==> src/rtl/vfd_cmd_pkg.sv <==
// Package: shared mode-field constants and the command decode used by the
// latch bank. Assumes a 4-bit mode field; unlisted codes decode to no action.
package vfd_cmd_pkg;

    localparam int MODE_W = 4;

    localparam logic [MODE_W-1:0] CMD_DISP      = 4'b0000;
    localparam logic [MODE_W-1:0] CMD_DIM       = 4'b0001;
    localparam logic [MODE_W-1:0] CMD_PWM_DISP  = 4'b0010;
    localparam logic [MODE_W-1:0] CMD_PWM       = 4'b0011;
    localparam logic [MODE_W-1:0] CMD_DIG_DISP  = 4'b0100;
    localparam logic [MODE_W-1:0] CMD_DIG       = 4'b0101;

    typedef struct packed {
        logic take_disp;
        logic take_dim;
        logic set_src;
        logic src_pwm;
    } cmd_action_t;

    // Translate a mode code into the set of latch updates it requests.
    function automatic cmd_action_t decode_cmd(input logic [MODE_W-1:0] code);
        cmd_action_t a;
        a = '0;
        case (code)
            CMD_DISP:     a.take_disp = 1'b1;
            CMD_DIM:      a.take_dim  = 1'b1;
            CMD_PWM_DISP: begin a.take_disp = 1'b1; a.set_src = 1'b1; a.src_pwm = 1'b1; end
            CMD_PWM:      begin a.set_src = 1'b1; a.src_pwm = 1'b1; end
            CMD_DIG_DISP: begin a.take_disp = 1'b1; a.set_src = 1'b1; end
            CMD_DIG:      a.set_src = 1'b1;
            default:      a = '0;
        endcase
        return a;
    endfunction

endpackage

==> src/rtl/vfd_in_sync.sv <==
// Module: multi-stage synchronizer for a vector of independent asynchronous
// inputs. Assumes each bit is a slow level signal, so bits need not be
// coherent with each other; reset drives every stage to 0.
module vfd_in_sync #(
    parameter int WIDTH  = 3,
    parameter int STAGES = 2
) (
    input  logic             clk,
    input  logic             rst_n,
    input  logic [WIDTH-1:0] async_in,
    output logic [WIDTH-1:0] sync_q
);

    logic [WIDTH-1:0] chain [STAGES];

    generate
        for (genvar s = 0; s < STAGES; s++) begin : g_stage
            if (s == 0) begin : g_first
                // Capture the raw inputs into the first stage.
                always_ff @(posedge clk) begin
                    if (!rst_n) chain[s] <= '0;
                    else        chain[s] <= async_in;
                end
            end else begin : g_next
                // Pass the value one stage further down the chain.
                always_ff @(posedge clk) begin
                    if (!rst_n) chain[s] <= '0;
                    else        chain[s] <= chain[s-1];
                end
            end
        end
    endgenerate

    assign sync_q = chain[STAGES-1];

endmodule

==> src/rtl/vfd_shift_path.sv <==
// Module: frame shift register with cascade output. A new bit enters at the
// top position and everything moves down one place; the bit leaving position
// 0 is registered onto the cascade output. Assumes shift is a one-cycle pulse.
module vfd_shift_path #(
    parameter int FRAME_W = 64
) (
    input  logic               clk,
    input  logic               rst_n,
    input  logic               shift,
    input  logic               din,
    output logic [FRAME_W-1:0] frame_q,
    output logic               dout_q
);

    // Move the frame down by one place and export the bit that falls out.
    always_ff @(posedge clk) begin
        if (!rst_n) begin
            frame_q <= '0;
            dout_q  <= 1'b0;
        end else if (shift) begin
            frame_q <= {din, frame_q[FRAME_W-1:1]};
            dout_q  <= frame_q[0];
        end
    end

endmodule

==> src/rtl/vfd_latch_bank.sv <==
// Module: command decode and output latches. On a commit pulse it reads the
// mode field at a fixed frame position and updates the display word, the
// dimming word and the source flag as the code requests. Assumes the mode
// field lies inside the display span, and the dimming field at the top.
module vfd_latch_bank #(
    parameter int FRAME_W  = 64,
    parameter int MODE_POS = 48,
    parameter int DIM_W    = 11
) (
    input  logic                                      clk,
    input  logic                                      rst_n,
    input  logic                                      commit,
    input  logic [FRAME_W-1:0]                        frame,
    output logic [FRAME_W-vfd_cmd_pkg::MODE_W-1:0]    disp_q,
    output logic [DIM_W-1:0]                          dim_q,
    output logic                                      pwm_src_q
);

    import vfd_cmd_pkg::*;

    localparam int DISP_W  = FRAME_W - MODE_W;
    localparam int DIM_LSB = FRAME_W - DIM_W;

    logic [DISP_W-1:0] disp_next;
    logic [DIM_W-1:0]  dim_next;
    cmd_action_t       act;

    // Gather display bits around the embedded mode field.
    generate
        for (genvar i = 0; i < DISP_W; i++) begin : g_disp_map
            if (i < MODE_POS) begin : g_low
                assign disp_next[i] = frame[i];
            end else begin : g_high
                assign disp_next[i] = frame[i + MODE_W];
            end
        end
    endgenerate

    assign dim_next = frame[DIM_LSB +: DIM_W];

    // Decode the mode field of the current frame.
    always_comb begin
        act = decode_cmd(frame[MODE_POS +: MODE_W]);
    end

    // Update the display latch on a commit that carries display data.
    always_ff @(posedge clk) begin
        if (!rst_n)                      disp_q <= '0;
        else if (commit && act.take_disp) disp_q <= disp_next;
    end

    // Update the dimming latch on a commit that carries a dimming word.
    always_ff @(posedge clk) begin
        if (!rst_n)                     dim_q <= '0;
        else if (commit && act.take_dim) dim_q <= dim_next;
    end

    // Update the dimming source on a commit that selects one.
    always_ff @(posedge clk) begin
        if (!rst_n)                     pwm_src_q <= 1'b1;
        else if (commit && act.set_src) pwm_src_q <= act.src_pwm;
    end

endmodule

==> src/rtl/vfd_cmd_loader.sv <==
// Module: top of the serial display command loader. Synchronizes the three
// serial lines, detects shift-clock rises while selected and select falls,
// and drives the shift path and latch bank from those pulses. Assumes the
// serial clock is slower than a few system clock periods per phase.
module vfd_cmd_loader #(
    parameter int FRAME_W     = 64,
    parameter int MODE_POS    = 48,
    parameter int DIM_W       = 11,
    parameter int SYNC_STAGES = 2
) (
    input  logic                                   clk,
    input  logic                                   rst_n,
    input  logic                                   ser_sel,
    input  logic                                   ser_clk,
    input  logic                                   ser_dat,
    output logic                                   ser_out,
    output logic [FRAME_W-vfd_cmd_pkg::MODE_W-1:0] disp_word,
    output logic [DIM_W-1:0]                       dim_word,
    output logic                                   pwm_src
);

    localparam int PIN_W   = 3;
    localparam int P_DAT   = 0;
    localparam int P_CLK   = 1;
    localparam int P_SEL   = 2;

    logic [PIN_W-1:0]   pins_s;
    logic               sel_d;
    logic               sck_d;
    logic               sh_en;
    logic               cs_fall;
    logic [FRAME_W-1:0] frame_q;

    vfd_in_sync #(.WIDTH(PIN_W), .STAGES(SYNC_STAGES)) u_sync (
        .clk      (clk),
        .rst_n    (rst_n),
        .async_in ({ser_sel, ser_clk, ser_dat}),
        .sync_q   (pins_s)
    );

    // Remember the previous synchronized select and clock levels.
    always_ff @(posedge clk) begin
        if (!rst_n) begin
            sel_d <= 1'b0;
            sck_d <= 1'b0;
        end else begin
            sel_d <= pins_s[P_SEL];
            sck_d <= pins_s[P_CLK];
        end
    end

    assign sh_en   = pins_s[P_CLK] & ~sck_d & pins_s[P_SEL];
    assign cs_fall = sel_d & ~pins_s[P_SEL];

    vfd_shift_path #(.FRAME_W(FRAME_W)) u_shift (
        .clk     (clk),
        .rst_n   (rst_n),
        .shift   (sh_en),
        .din     (pins_s[P_DAT]),
        .frame_q (frame_q),
        .dout_q  (ser_out)
    );

    vfd_latch_bank #(.FRAME_W(FRAME_W), .MODE_POS(MODE_POS), .DIM_W(DIM_W)) u_latch (
        .clk       (clk),
        .rst_n     (rst_n),
        .commit    (cs_fall),
        .frame     (frame_q),
        .disp_q    (disp_word),
        .dim_q     (dim_word),
        .pwm_src_q (pwm_src)
    );

endmodule

==> config.mk <==
export PLATFORM = sky130hd
export DESIGN_NAME = vfd_cmd_loader
export DESIGN_NICKNAME = d
export VERILOG_FILES = /design/src/rtl/vfd_cmd_pkg.sv /design/src/rtl/vfd_in_sync.sv /design/src/rtl/vfd_shift_path.sv /design/src/rtl/vfd_latch_bank.sv /design/src/rtl/vfd_cmd_loader.sv
export SDC_FILE = /design/constraint.sdc
export NUM_CORES = 1
export LEC_CHECK = 0
export ABC_AREA = 1
export ABC_CLOCK_PERIOD_IN_PS = 1750
export BUFFER_PORTS_ARGS = -buffer_cell sky130_fd_sc_hd__buf_2
export CORE_AREA = 2 2 107 109
export CTS_CLUSTER_SIZE = 28
export DETAILED_ROUTE_END_ITERATION = 16
export DIE_AREA = 0 0 109 111
export HOLD_SLACK_MARGIN = 0.12
export PLACE_DENSITY = 0.72
export SYNTH_ARGS = -nofsm -noshare
export SYNTH_HDL_FRONTEND = slang
export SYNTH_HIERARCHICAL = 1
export SYNTH_SLANG_ARGS = --single-unit
==> constraint.sdc <==
create_clock -name clk -period 1.75 [get_ports clk]
set_input_delay 0.0875 -clock clk [delete_from_list [all_inputs] [get_ports clk]]
set_output_delay 0.0875 -clock clk [all_outputs]
set_load 0.05 [all_outputs]
# Word level (Yosys, flattened, before mapping)
# Memory sizes are Yosys's and may differ from the RTL's.
# Cells that the tools add are included.
[classes]
eq_ne = 5
mux = 8
bitwise_logic = 7
n_reduce_logical = 7
[op_table]
columns = ["operator", "n"]
rows = [
  ["$eq A4 B2 Y1 const B", 2],
  ["$eq A4 B3 Y1 const B", 2],
  ["$mux W1", 6],
  ["$mux W3", 2],
  ["$eq A4 B1 Y1 const B", 1],
  ["$logic_not A4 Y1", 1],
  ["$reduce_or A4 Y1", 1],
  ["$and A1 B1 Y1", 3],
  ["$logic_and A1 B1 Y1", 3],
  ["$reduce_or A3 Y1", 1],
  ["$not A1 Y1", 2],
  ["$or A1 B1 Y1", 2],
  ["$reduce_or A2 Y1", 1],
]
[totals]
ff_bits = 139
mem_bits_rw = 6
input_bits = 5
out_inout_bits = 73
wordCells = 35
memories = 1
[memory_table]
columns = ["name", "words", "word_bits", "read_ports", "rd_clocked_by_memory_dff", "write_ports", "line", "text"]
rows = [
  ["u_sync.chain", 2, 3, 2, 0, 2, "vfd_in_sync.sv:14", "logic [WIDTH-1:0] chain [STAGES];"],
]

# Longest topological paths before layout
[depth]
depth_word = 4
mapped_depth = 9

# Modules after synthesis
# The synthesis kept the hierarchy.
[by_module_without_submodules]
columns = ["module", "n_inst", "cells_each", "area_each_um2", "seq_area_each_um2"]
rows = [
  ["vfd_latch_bank", 1, 479, 3046.7, 1441.4],
  ["vfd_shift_path", 1, 411, 2625.0, 1301.2],
  ["vfd_in_sync", 1, 18, 165.2, 120.1],
  ["vfd_cmd_loader", 1, 10, 70.1, 40.0],
]

# Least setup slack after synthesis
# No wires, ideal clock.
[synth_path]
kind = "reg-to-reg"
startpoint = "memory u_sync.chain[1][2]"
endpoint = "register u_latch/disp_q[38] (netlist bit)"
setup_ns = 0.114
arrival_ns = 1.204
required_ns = 1.636
slack_ns = 0.432
path_stages_with_launch = 9
n_path_buf = 2
path_cell_list = "dfxtp_1 -> nor2_1 -> nand2_1 -> nor2_1 -> buf_4 -> buf_4 -> nand2_1 -> nand2_1 -> nor2_1"
[synth_lines]
columns = ["element", "line", "text"]
rows = [
  ["start, declared", "vfd_in_sync.sv:14", ""],
  ["end signal, assigned", "vfd_latch_bank.sv:49", "else if (commit && act.take_disp) disp_q <= disp_next;"],
  ["end, declared", "vfd_latch_bank.sv:14", "output logic [FRAME_W-vfd_cmd_pkg::MODE_W-1:0] disp_q,"],
]

==> impl_metrics.py <==
metrics = {
    "grt": {
        "grt_pass1_wl_um": 18200,
        "gr-total-overflow": 0,
        "grt_max_degree": 98,
        "grtUsageTotal": 0.182,
        "grt_pass1_vias": 4267,
        "antenna_found_initial": 0,
    },
    "die": {
        "die_h_um": 111,
        "die_width_um": 109,
        "dieArea_um2": 12100,
        "io_pins": 78,
        "rows": 39,
        "initial_core_util": 0.533,
        "fp.coreArea_um2": 11100,
    },
    "timing": {
        "rsz0062_at_grt": "false",
        "setup-tns-final_ns": 0,
        "holdWs_ns": 0.411,
        "fin_skew_ns": 0.00890,
        "worst_slew_pin_slew_ns": 0.469,
        "hold_viol": 0,
        "relSlewSlack": 0.686,
        "period_needed_ns": 1.54,
        "report.final.slew_viol_count": 0,
        "fmax_mhz": 650,
        "fin_crit_sh": 0.879,
        "setup_viol": 0,
    },
    "clock_tree": {
        "cts_tree": "yes",
        "post-cts-setup-buffers": 0,
        "clkTransAtPathRegs_ns": 0.06,
        "clockBufferDepth": 2,
        "cts_made_buffers": 17,
        "root_buffer": "clkbuf_16",
        "clock_sinks": 145,
        "insertion_delay_ns": 0.41,
        "htreeDepth": 4,
    },
    "detailed_routing": {
        "viasPerCell": 4.28,
        "drt-initial-drc-count": 207,
        "wl_met2_um": 4650,
        "wl_met3_um": 406,
        "top_layer_used": "met4",
        "drc_errors": 0,
        "wl_per_cell_um": 9.05,
        "wl_met1_um": 5110,
        "ant_nets": 0,
        "drt-total-wl_um": 10300,
        "via_count": 4872,
        "firstDrtPassIters": 4,
    },
    "place": {
        "place_congestion": 0.709,
        "dp.cells": 1102,
        "dp_hpwl_um": 6080,
        "io_buffers": 77,
    },
    "synth": {
        "synthTopCellsByArea": "dfxtp_1 (49%), nand2_1 (18%), nor2_1 (17%), inv_1 (10%), buf_2 (1.9%)",
        "synth_top_area_frac": 0.491,
        "avgSynthCellArea_um2": 6.43,
        "ys_warn_count": 6,
        "yosysUniqueCellTypes": 10,
        "syn-cell-area_um2": 5910,
        "synth-seq-area-share": 0.491,
        "syn_inst": 918,
        "synth_top_area_cell": "dfxtp_1",
        "syn_nets": 923,
        "synth-seq-cells": 145,
    },
    "status": {
        "status": "complete, no violations",
    },
    "pwr": {
        "powerDensity_nw_per_um2": 1070,
        "p_sw_mw": 1.71,
        "p_comb_frac": 0.068,
        "cell_internal_pwr_mw": 5.80,
        "p_leak_nw": 3.14,
        "seq_power_share": 0.454,
        "switching_share": 0.228,
        "ir_drop_uv": 713,
        "power.share.clock": 0.478,
    },
    "cells_and_area": {
        "fin_util": 0.634,
        "layout_commonest_cell": "nand2_1",
        "layoutNonFillerInstCount": 1138,
        "area_delta_synth_final_pct": 18.9,
        "nNetsFinal": 987,
        "layout-drive-gt1-share": 0.122,
        "antenna_cells": 0,
        "layout_common_cells": "nand2_1 (286), nor2_1 (264), inv_1 (160), dfxtp_1 (145), buf_2 (76)",
        "fill_cells": 1070,
    },
    "setup_path": {
        "arrival_ns": 1.88,
        "worst-path-max-fanout": 14,
        "critPathRequiredTime_ns": 2.10,
        "end_kind": "flip-flop",
        "cp-start-kind": "flip-flop",
        "path_class": "reg2reg",
    },
    "job": {
        "maxCapViolCount": 0,
    },
    "hold_path": {
        "worst_hold_path_type": "reg2reg",
    },
}
-- flip-flops by register name, indices dropped and copies added, names as in the netlist --
name and flops:
sck_d 1, u_shift/frame_q 64, u_latch/pwm_src_q 1, u_shift/dout_q 1, u_latch/dim_q 11, u_sync/chain 6, u_latch/disp_q 60, sel_d 1
-- routing by layer --
metal  track usage  up-vias
met4        0.0675        0
met1         0.227     2065
met3        0.0459       12
li1              -     2727
met5             0        -
met2         0.301       68
-- final timing paths --
check	from	to	slack [ns]	cells past startpoint
min reg2reg	u_sync/chain[0][1]	u_sync/chain[1][1]	0.41	2
max	u_sync/chain[1][2]	u_latch/dim_q[7]	0.21	8
max reg2reg	u_sync/chain[1][2]	u_latch/dim_q[7]	0.21	8
min	u_sync/chain[0][1]	u_sync/chain[1][1]	0.41	2
-- cell usage after synthesis --
library cell,number
dfxtp_1,145
nand3_1,3
inv_1,160
buf_2,22
buf_4,11
buf_1,5
clkbuf_1,8
nand2_1,286
nor2_1,266
nand4_1,12
-- repair_timing --
item | CTS | global route
hold endpoints to repair | 14 | 0
hold buffers | 4 | 0
resized for setup | 0 | 0
-- critical path: stages (launching register included) --
cell and delay [ns]:
dfxtp_1 0.32, nor2_1 0.14, buf_4 0.21, nand2_1 0.07
inv_1 0.05, nand3_1 0.34, nand2_1 0.20, inv_1 0.06
nor2_1 0.09
-- power by group through the flow --
stage	Sequential (mW)	Clock [mW]	Combinational [mW]
floorplan	3.64	0	0.254
global placement	3.48	0	0.503
detailed placement	3.48	0	0.508
CTS	3.41	3.67	0.517
global route	3.42	3.81	0.573
finish	3.41	3.59	0.512
-- metrics by stage --
stage | instance area, um^2 | setup slack [ns] | total power [mW]
4_1_cts | 7030 | 0.204 | 7.60
3_5_place_dp | 6380 | 0.251 | 3.99
2_1_floorplan | 5910 | 0.432 | 3.89
3_3_place_gp | 6380 | 0.314 | 3.99
6_report | 7030 | 0.212 | 7.51
5_1_grt | 7030 | 0.0188 | 7.80
-- layout make-up --
class | count | area [um^2] | area share
clock buffer | 22 | 494 | 0.0703
clock inverter | 10 | 106 | 0.0151
inverter | 160 | 601 | 0.0855
multi-input combinational | 567 | 2180 | 0.310
sequential | 145 | 2900 | 0.413
tap | 143 | 179 | 0.0255
timing repair buffer | 91 | 566 | 0.0805
-- cell families (layout without fill, tap and decap cells) --
logic type / Yosys count / in the layout / share of synthesized area
buffers and inverters: 206 / 283 / 0.143
AND/OR/NAND/NOR: 567 / 567 / 0.366
flip-flops: 145 / 145 / 0.491
No activity file was read; power rests on OpenSTA's default activity.
